### config.mk
export PLATFORM = sky130hd
export DESIGN_NAME = eprom_prog_seq
export DESIGN_NICKNAME = d
export VERILOG_FILES = /design/src/rtl/eprom_seq_pkg.sv /design/src/rtl/seq_timer.sv /design/src/rtl/seq_verify_cmp.sv /design/src/rtl/eprom_prog_seq.sv
export SDC_FILE = /design/constraint.sdc
export NUM_CORES = 1
export LEC_CHECK = 0
export ABC_AREA = 1
export ABC_CLOCK_PERIOD_IN_PS = 5400
export BUFFER_PORTS_ARGS = -buffer_cell sky130_fd_sc_hd__buf_2
export CAP_MARGIN = 15
export CORE_AREA = 2 2 74 76
export DETAILED_ROUTE_END_ITERATION = 8
export DIE_AREA = 0 0 76 78
export PLACE_DENSITY = 0.84
export SETUP_SLACK_MARGIN = 0.3
export SKIP_LAST_GASP = 1
export SYNTH_ARGS = -nofsm -noshare
export SYNTH_HDL_FRONTEND = slang
export SYNTH_SLANG_ARGS = --single-unit
### constraint.sdc
create_clock -name clk_i -period 5.4 [get_ports clk_i]
set_input_delay 0.54 -clock clk_i [delete_from_list [all_inputs] [get_ports clk_i]]
set_output_delay 0.54 -clock clk_i [all_outputs]
set_load 0.01 [all_outputs]
### src/rtl/eprom_seq_pkg.sv
package eprom_seq_pkg;

  typedef enum logic [2:0] {
    S_IDLE, S_SETUP, S_PULSE, S_HOLD, S_VERIFY, S_DONE
  } seq_state_e;

  typedef enum logic [1:0] {
    RSP_PASS      = 2'd0,
    RSP_PROG_FAIL = 2'd1,
    RSP_UNERASED  = 2'd2,
    RSP_SUPPLY    = 2'd3
  } rsp_code_e;

  // round up, never below one cycle
  function automatic longint ns_to_cyc(longint hz, longint ns);
    longint c;
    c = (hz * ns + 64'd999_999_999) / 64'd1_000_000_000;
    return (c < 1) ? 64'd1 : c;
  endfunction

  function automatic longint clamp_ns(longint v, longint lo, longint hi);
    if (v < lo) return lo;
    if (v > hi) return hi;
    return v;
  endfunction

endpackage

### src/rtl/seq_timer.sv
module seq_timer #(
  parameter int W = 8
) (
  input  logic         clk_i,
  input  logic         rst_ni,
  input  logic         load_i,
  input  logic [W-1:0] load_val_i,
  output logic         zero_o
);
  logic [W-1:0] cnt_q;

  always_ff @(posedge clk_i or negedge rst_ni) begin
    if (!rst_ni)           cnt_q <= '0;
    else if (load_i)       cnt_q <= load_val_i;
    else if (cnt_q != '0)  cnt_q <= cnt_q - 1'b1;
  end

  assign zero_o = (cnt_q == '0);
endmodule

### src/rtl/seq_verify_cmp.sv
module seq_verify_cmp
  import eprom_seq_pkg::*;
#(
  parameter int DW = 8
) (
  input  logic [DW-1:0] want_i,
  input  logic [DW-1:0] got_i,
  output rsp_code_e     code_o
);
  logic prog_fail, unerased;

  assign prog_fail = |(~want_i & got_i);  // wanted 0, still 1
  assign unerased  = |(want_i & ~got_i);  // wanted 1, already 0

  always_comb begin
    if (prog_fail)     code_o = RSP_PROG_FAIL;
    else if (unerased) code_o = RSP_UNERASED;
    else               code_o = RSP_PASS;
  end
endmodule

### src/rtl/eprom_prog_seq.sv
module eprom_prog_seq
  import eprom_seq_pkg::*;
#(
  parameter int     AW           = 11,
  parameter int     DW           = 8,
  parameter longint CLK_HZ       = 10_000_000,
  parameter longint SETUP_NS     = 2_000,
  parameter longint HOLD_NS      = 2_000,
  parameter longint PULSE_NS     = 50_000_000,
  parameter longint PULSE_MIN_NS = 45_000_000,
  parameter longint PULSE_MAX_NS = 55_000_000,
  parameter int     SETTLE_CYC   = 4
) (
  input  logic          clk_i,
  input  logic          rst_ni,
  input  logic          vcc_ok_i,
  input  logic          cmd_valid_i,
  output logic          cmd_ready_o,
  input  logic [AW-1:0] cmd_addr_i,
  input  logic [DW-1:0] cmd_data_i,
  input  logic          cmd_verify_i,
  output logic          rsp_valid_o,
  output logic [1:0]    rsp_status_o,
  output logic [DW-1:0] rsp_rdata_o,
  output logic [AW-1:0] addr_o,
  output logic [DW-1:0] dq_o,
  output logic          dq_oe_o,
  input  logic [DW-1:0] dq_i,
  output logic          pgm_o,
  output logic          oe_n_o,
  output logic          vpp_en_o
);
  localparam int SETUP_CYC = int'(ns_to_cyc(CLK_HZ, SETUP_NS));
  localparam int HOLD_CYC  = int'(ns_to_cyc(CLK_HZ, HOLD_NS));
  localparam int PULSE_CYC =
    int'(ns_to_cyc(CLK_HZ, clamp_ns(PULSE_NS, PULSE_MIN_NS, PULSE_MAX_NS)));
  localparam int SET_CYC   = (SETTLE_CYC < 1) ? 1 : SETTLE_CYC;
  localparam int MAX_A     = (SETUP_CYC > HOLD_CYC) ? SETUP_CYC : HOLD_CYC;
  localparam int MAX_B     = (PULSE_CYC > SET_CYC) ? PULSE_CYC : SET_CYC;
  localparam int MAX_CYC   = (MAX_A > MAX_B) ? MAX_A : MAX_B;
  localparam int TW        = $clog2(MAX_CYC + 1);

  seq_state_e    state_q, state_d;
  logic [AW-1:0] addr_q;
  logic [DW-1:0] data_q, rdata_q;
  logic          verify_q, vpp_q;
  rsp_code_e     status_q, status_d, cmp_code;
  logic          set_status, capture_rd, accept;
  logic          tmr_load, tmr_zero;
  logic [TW-1:0] tmr_val;

  seq_timer #(.W(TW)) timer_i (
    .clk_i      (clk_i),
    .rst_ni     (rst_ni),
    .load_i     (tmr_load),
    .load_val_i (tmr_val),
    .zero_o     (tmr_zero)
  );

  seq_verify_cmp #(.DW(DW)) cmp_i (
    .want_i (data_q),
    .got_i  (dq_i),
    .code_o (cmp_code)
  );

  assign accept = (state_q == S_IDLE) && cmd_valid_i;

  always_comb begin
    state_d    = state_q;
    tmr_load   = 1'b0;
    tmr_val    = '0;
    set_status = 1'b0;
    status_d   = RSP_PASS;
    capture_rd = 1'b0;
    unique case (state_q)
      S_IDLE: if (cmd_valid_i) begin
        if (!vcc_ok_i) begin
          state_d = S_DONE; set_status = 1'b1; status_d = RSP_SUPPLY;
        end else begin
          state_d = S_SETUP; tmr_load = 1'b1; tmr_val = TW'(SETUP_CYC - 1);
        end
      end
      S_SETUP, S_PULSE, S_HOLD, S_VERIFY: begin
        if (!vcc_ok_i) begin
          state_d = S_DONE; set_status = 1'b1; status_d = RSP_SUPPLY;
        end else if (tmr_zero) begin
          unique case (state_q)
            S_SETUP: begin
              state_d = S_PULSE; tmr_load = 1'b1; tmr_val = TW'(PULSE_CYC - 1);
            end
            S_PULSE: begin
              state_d = S_HOLD; tmr_load = 1'b1; tmr_val = TW'(HOLD_CYC - 1);
            end
            S_HOLD: begin
              if (verify_q) begin
                state_d = S_VERIFY; tmr_load = 1'b1; tmr_val = TW'(SET_CYC - 1);
              end else begin
                state_d = S_DONE; set_status = 1'b1; status_d = RSP_PASS;
              end
            end
            default: begin
              state_d = S_DONE; set_status = 1'b1; status_d = cmp_code;
              capture_rd = 1'b1;
            end
          endcase
        end
      end
      default: state_d = S_IDLE;
    endcase
  end

  always_ff @(posedge clk_i or negedge rst_ni) begin
    if (!rst_ni) begin
      state_q  <= S_IDLE;
      addr_q   <= '0;
      data_q   <= '0;
      verify_q <= 1'b0;
      rdata_q  <= '0;
      status_q <= RSP_PASS;
      vpp_q    <= 1'b0;
    end else begin
      state_q <= state_d;
      vpp_q   <= (state_d == S_SETUP) || (state_d == S_PULSE) ||
                 (state_d == S_HOLD)  || (state_d == S_VERIFY);
      if (accept) begin
        addr_q   <= cmd_addr_i;
        data_q   <= cmd_data_i;
        verify_q <= cmd_verify_i;
        rdata_q  <= '0;
      end
      if (capture_rd) rdata_q  <= dq_i;
      if (set_status) status_q <= status_d;
    end
  end

  assign cmd_ready_o  = (state_q == S_IDLE);
  assign rsp_valid_o  = (state_q == S_DONE);
  assign rsp_status_o = status_q;
  assign rsp_rdata_o  = rdata_q;
  assign addr_o       = addr_q;
  assign dq_o         = data_q;
  assign dq_oe_o      = (state_q == S_SETUP) || (state_q == S_PULSE) ||
                        (state_q == S_HOLD);
  assign pgm_o        = (state_q == S_PULSE);
  assign oe_n_o       = (state_q != S_VERIFY);
  assign vpp_en_o     = vpp_q & vcc_ok_i;
endmodule

==> metrics.md <==
| Metric | Value |
|---|---|
| Most Used Layer, Global Route | `met2` |
| Clk_lat worst skew | `0.31 ns` |
| Vias/cell | `just over 5` |
| Post-layout net count | `around 470` |
| Top-area cell type share of the netlist area | `45.4%` |
| CP Class | `register to register` |
| Met3 Usage GRT | `5.00%` |
| YS warnings | `0` |
| Final TNS setup | `0 ns` |
| Post-synth cell types | `35` |
| Met2 Use GR | `36.4%` |
| GRT Util Overall | `22.5%` |
| Multi-input gate area | `1400 um^2` |
| Avg Inst Size Synth | `approximately 8 um^2` |
| Clk sinks | `53` |
| Worst-path cell chain | `nor2_4, inv_2, nor2_4, nand2_4, inv_2, nand2_1, nand2_1, nand2_1, and3_1` |
| Max rail drop VDD | `between 200 and 300 uV` |
| Hold WS | `roughly 0.32 ns` |
| Total grt overflow | `0` |
| Slowest CP cell | `dfrtp_1` |
| Startpoint Class | `register` |
| H-tree depth | `2` |
| I/O Buffers | `between 60 and 70` |
| Syn Nets | `400` |
| Die W | `76 um` |
| Layout Cells excl Fill | `503` |
| WP buf/inv | `2` |
| Clock slew at reported path FFs | `0.10 ns` |
| DPL Wire Length | `4.66 mm` |
| Routed length per placed instance | `approximately 12 um` |
| Largest area contributor in the netlist | `dfrtp_1` |
| Rows | `26` |
| Final slew viol count | `0` |
| # setup viols final | `0` |
| Ys flop type | `dfrtp_1` |
| Antenna diode count | `0` |
| Layout cell share with drive strength beyond 1 | `26.8%` |
| Slew headroom | `between 50 and 60%` |
| Synth async-reset ratio | `100%` |
| Die area | `5930 um^2` |
| Core ar. | `roughly 5000 um^2` |
| Mapped Area | `roughly 2900 um^2` |
| Status | `finished, final reports clean` |
| Final antenna-violating net count | `0` |
| RePlAce Congestion | `around 0.93` |
| Fmax | `486 MHz` |
| Max-cap viol count | `0` |
| RSZ-0062 raised after global routing | `no` |
| Storage cell area | `1330 um^2` |
| Ports | `67` |
| Sequential cell area fraction in the yosys report | `45.4%` |
| CTS Hold Bufs | `0` |
| CTS buffer count | `5` |
| DR DRC count | `0` |
| Met1 Usage GRT | `between 30% and 40%` |
| Synthesized instance count | `366` |
| Area post-placement | `3300 um^2` |
| Vias in the first global route | `2510` |
| Clk_skew | `about 0.0081 ns` |
| Post-synth EDFFs | `0` |
| Fin crit share | `38.1%` |
| Post-CTS sizing | `0` |
| Total power | `1.92 mW` |
| Largest net degree at the start of global routing | `54` |
| Cell Pwr Density | `559 nW/um^2` |
| Design area | `3430 um^2` |
| Filler cells | `401` |
| Initial Utilization | `58.0%` |
| First-pass GRT wire length | `11.0 mm` |
| Area Growth Syn to Fin | `17.4%` |
| #FFs+latches synth | `53` |
| Most common library cells after synthesis | `nand2_1, dfrtp_1, nor2_1` |
| Pleak | `1.90 nW` |
| Crit path max-delay family | `simple AND/OR/NAND/NOR gates` |
| Chip height | `roughly 78 um` |
| Slew @ Worst Pin | `0.663 ns` |
| HP Class | `input port to asynchronous set/reset pin` |
| CP Capture Type | `register` |
| Hold Vio Cnt, Final | `0` |
| Arrival time of the worst setup path | `2.26 ns` |
| Bufs on Longest Clock Path | `2` |
| DR iter-0 viols | `156` |
| Worst path most repeated cell | `nand2_1` |
| Most frequent cell after synthesis | `nand2_1` |
| Post-CTS Setup Bufs | `0` |
| Crit-path max cell delay | `0.46 ns` |
| Root buf cell | `clkbuf_8` |
| Initial antenna violation count | `0` |
| Dpl cells | `around 500` |
| Critical path fanouts, max | `26` |
| Vias | `2561` |
| Final wirelength | `6.27 mm` |
| DRT Pass-1 Iters | `4` |
| Synth area leaders | `dfrtp_1, nand2_1, nor2_1` |
| WP data required | `5.61 ns` |
| Final min period | `2.06 ns` |
| Clock tree from TritonCTS | `built` |
==> cell families (layout without fill, tap and decap cells) <==
group                    count (synthesis)  count (layout)  share of synthesized area [%]
AO/OA/AOI/OAI                           32              32                           6.76
XOR/XNOR                                15              15                           4.49
adder cells (fa/ha/maj)                  2               2                          0.856
buffers and inverters                   46             113                           6.68
flip-flops                              53              53                           45.4
AND/OR/NAND/NOR                        218             218                           35.8
==> power by group <==
part / leakage (nW) / internal, mW / switching (mW)
Combinational: 1.15 / 0.339 / 0.580
Sequential: 0.680 / 0.552 / 0.132
Clock: 0.0681 / 0.184 / 0.130
==> final cells by class <==
| class | count | share of cell area [%] |
|---|---|---|
| Clock buffer | 5 | 2.01 |
| Clock inverter | 3 | 1.90 |
| Inverter | 38 | 4.19 |
| Multi-Input combinational cell | 267 | 40.8 |
| Sequential cell | 53 | 38.7 |
| Tap cell | 70 | 2.55 |
| Timing Repair Buffer | 67 | 9.85 |
==> layout by cell type (no fill, tap or decap), drive strengths merged <==
cell,Yosys,routed
buf,5,67
and3,2,2
clkbuf,3,5
dfrtp,53,53
inv,37,37
o31ai,1,1
bufinv,0,2
xnor2,8,8
clkinv,1,2
a31oi,1,1
xor2,7,7
nor3,8,8
a21oi,10,10
nand4,5,5
nor2,51,51
ha,2,2
nand2,125,125
nand3b,2,2
nand3,24,24
o21ai,20,20
nor2b,1,1
==> final timing paths <==
kind | start | slack (ns) | to | depth (start not counted)
max in group asynchronous | rst_ni | 4.61 | timer_i.cnt_q[16] | 2
worst min register to register | addr_o[5] | 0.48 | addr_o[5] | 2
worst max register to register | state_q[1] | 3.34 | vpp_q | 9
min in group clk_i | cmd_data_i[2] | 0.42 | dq_o[2] | 3
worst max-delay path | state_q[1] | 3.34 | vpp_q | 9
worst min-delay path | rst_ni | 0.32 | vpp_q | 2
==> flip-flops by register name, indices dropped and copies added, names as in the netlist <==
name / flops
timer_i.cnt_q: 19
addr_o: 11
dq_o: 8
rsp_rdata_o: 8
state_q: 3
rsp_status_o: 2
verify_q: 1
vpp_q: 1
==> layer usage <==
| layer | wire [um] | share of wire [%] |
|---|---|---|
| met1 | 2950 | 47 |
| met5 | 0 | 0 |
| met2 | 2930 | 47 |
| met4 | 76 | 1.2 |
| met3 | 307 | 4.9 |
==> through the flow <==
stage / util, % / setup slack, ns
floorplan: - / 3.69
global placement: 65.4 / 3.44
detailed placement: 65.4 / 3.37
CTS: 68.0 / 3.32
global route: 68.0 / 3.08
finish: 68.0 / 3.34
==> worst reg2reg max path: stages (launching register included) <==
cell     delay [ns]
dfrtp_1        0.46
nor2_4         0.18
inv_2          0.08
nor2_4         0.12
nand2_4        0.20
inv_2          0.38
nand2_1        0.15
nand2_1        0.14
nand2_1        0.09
and3_1         0.15
No activity file was read; power rests on OpenSTA's default activity.
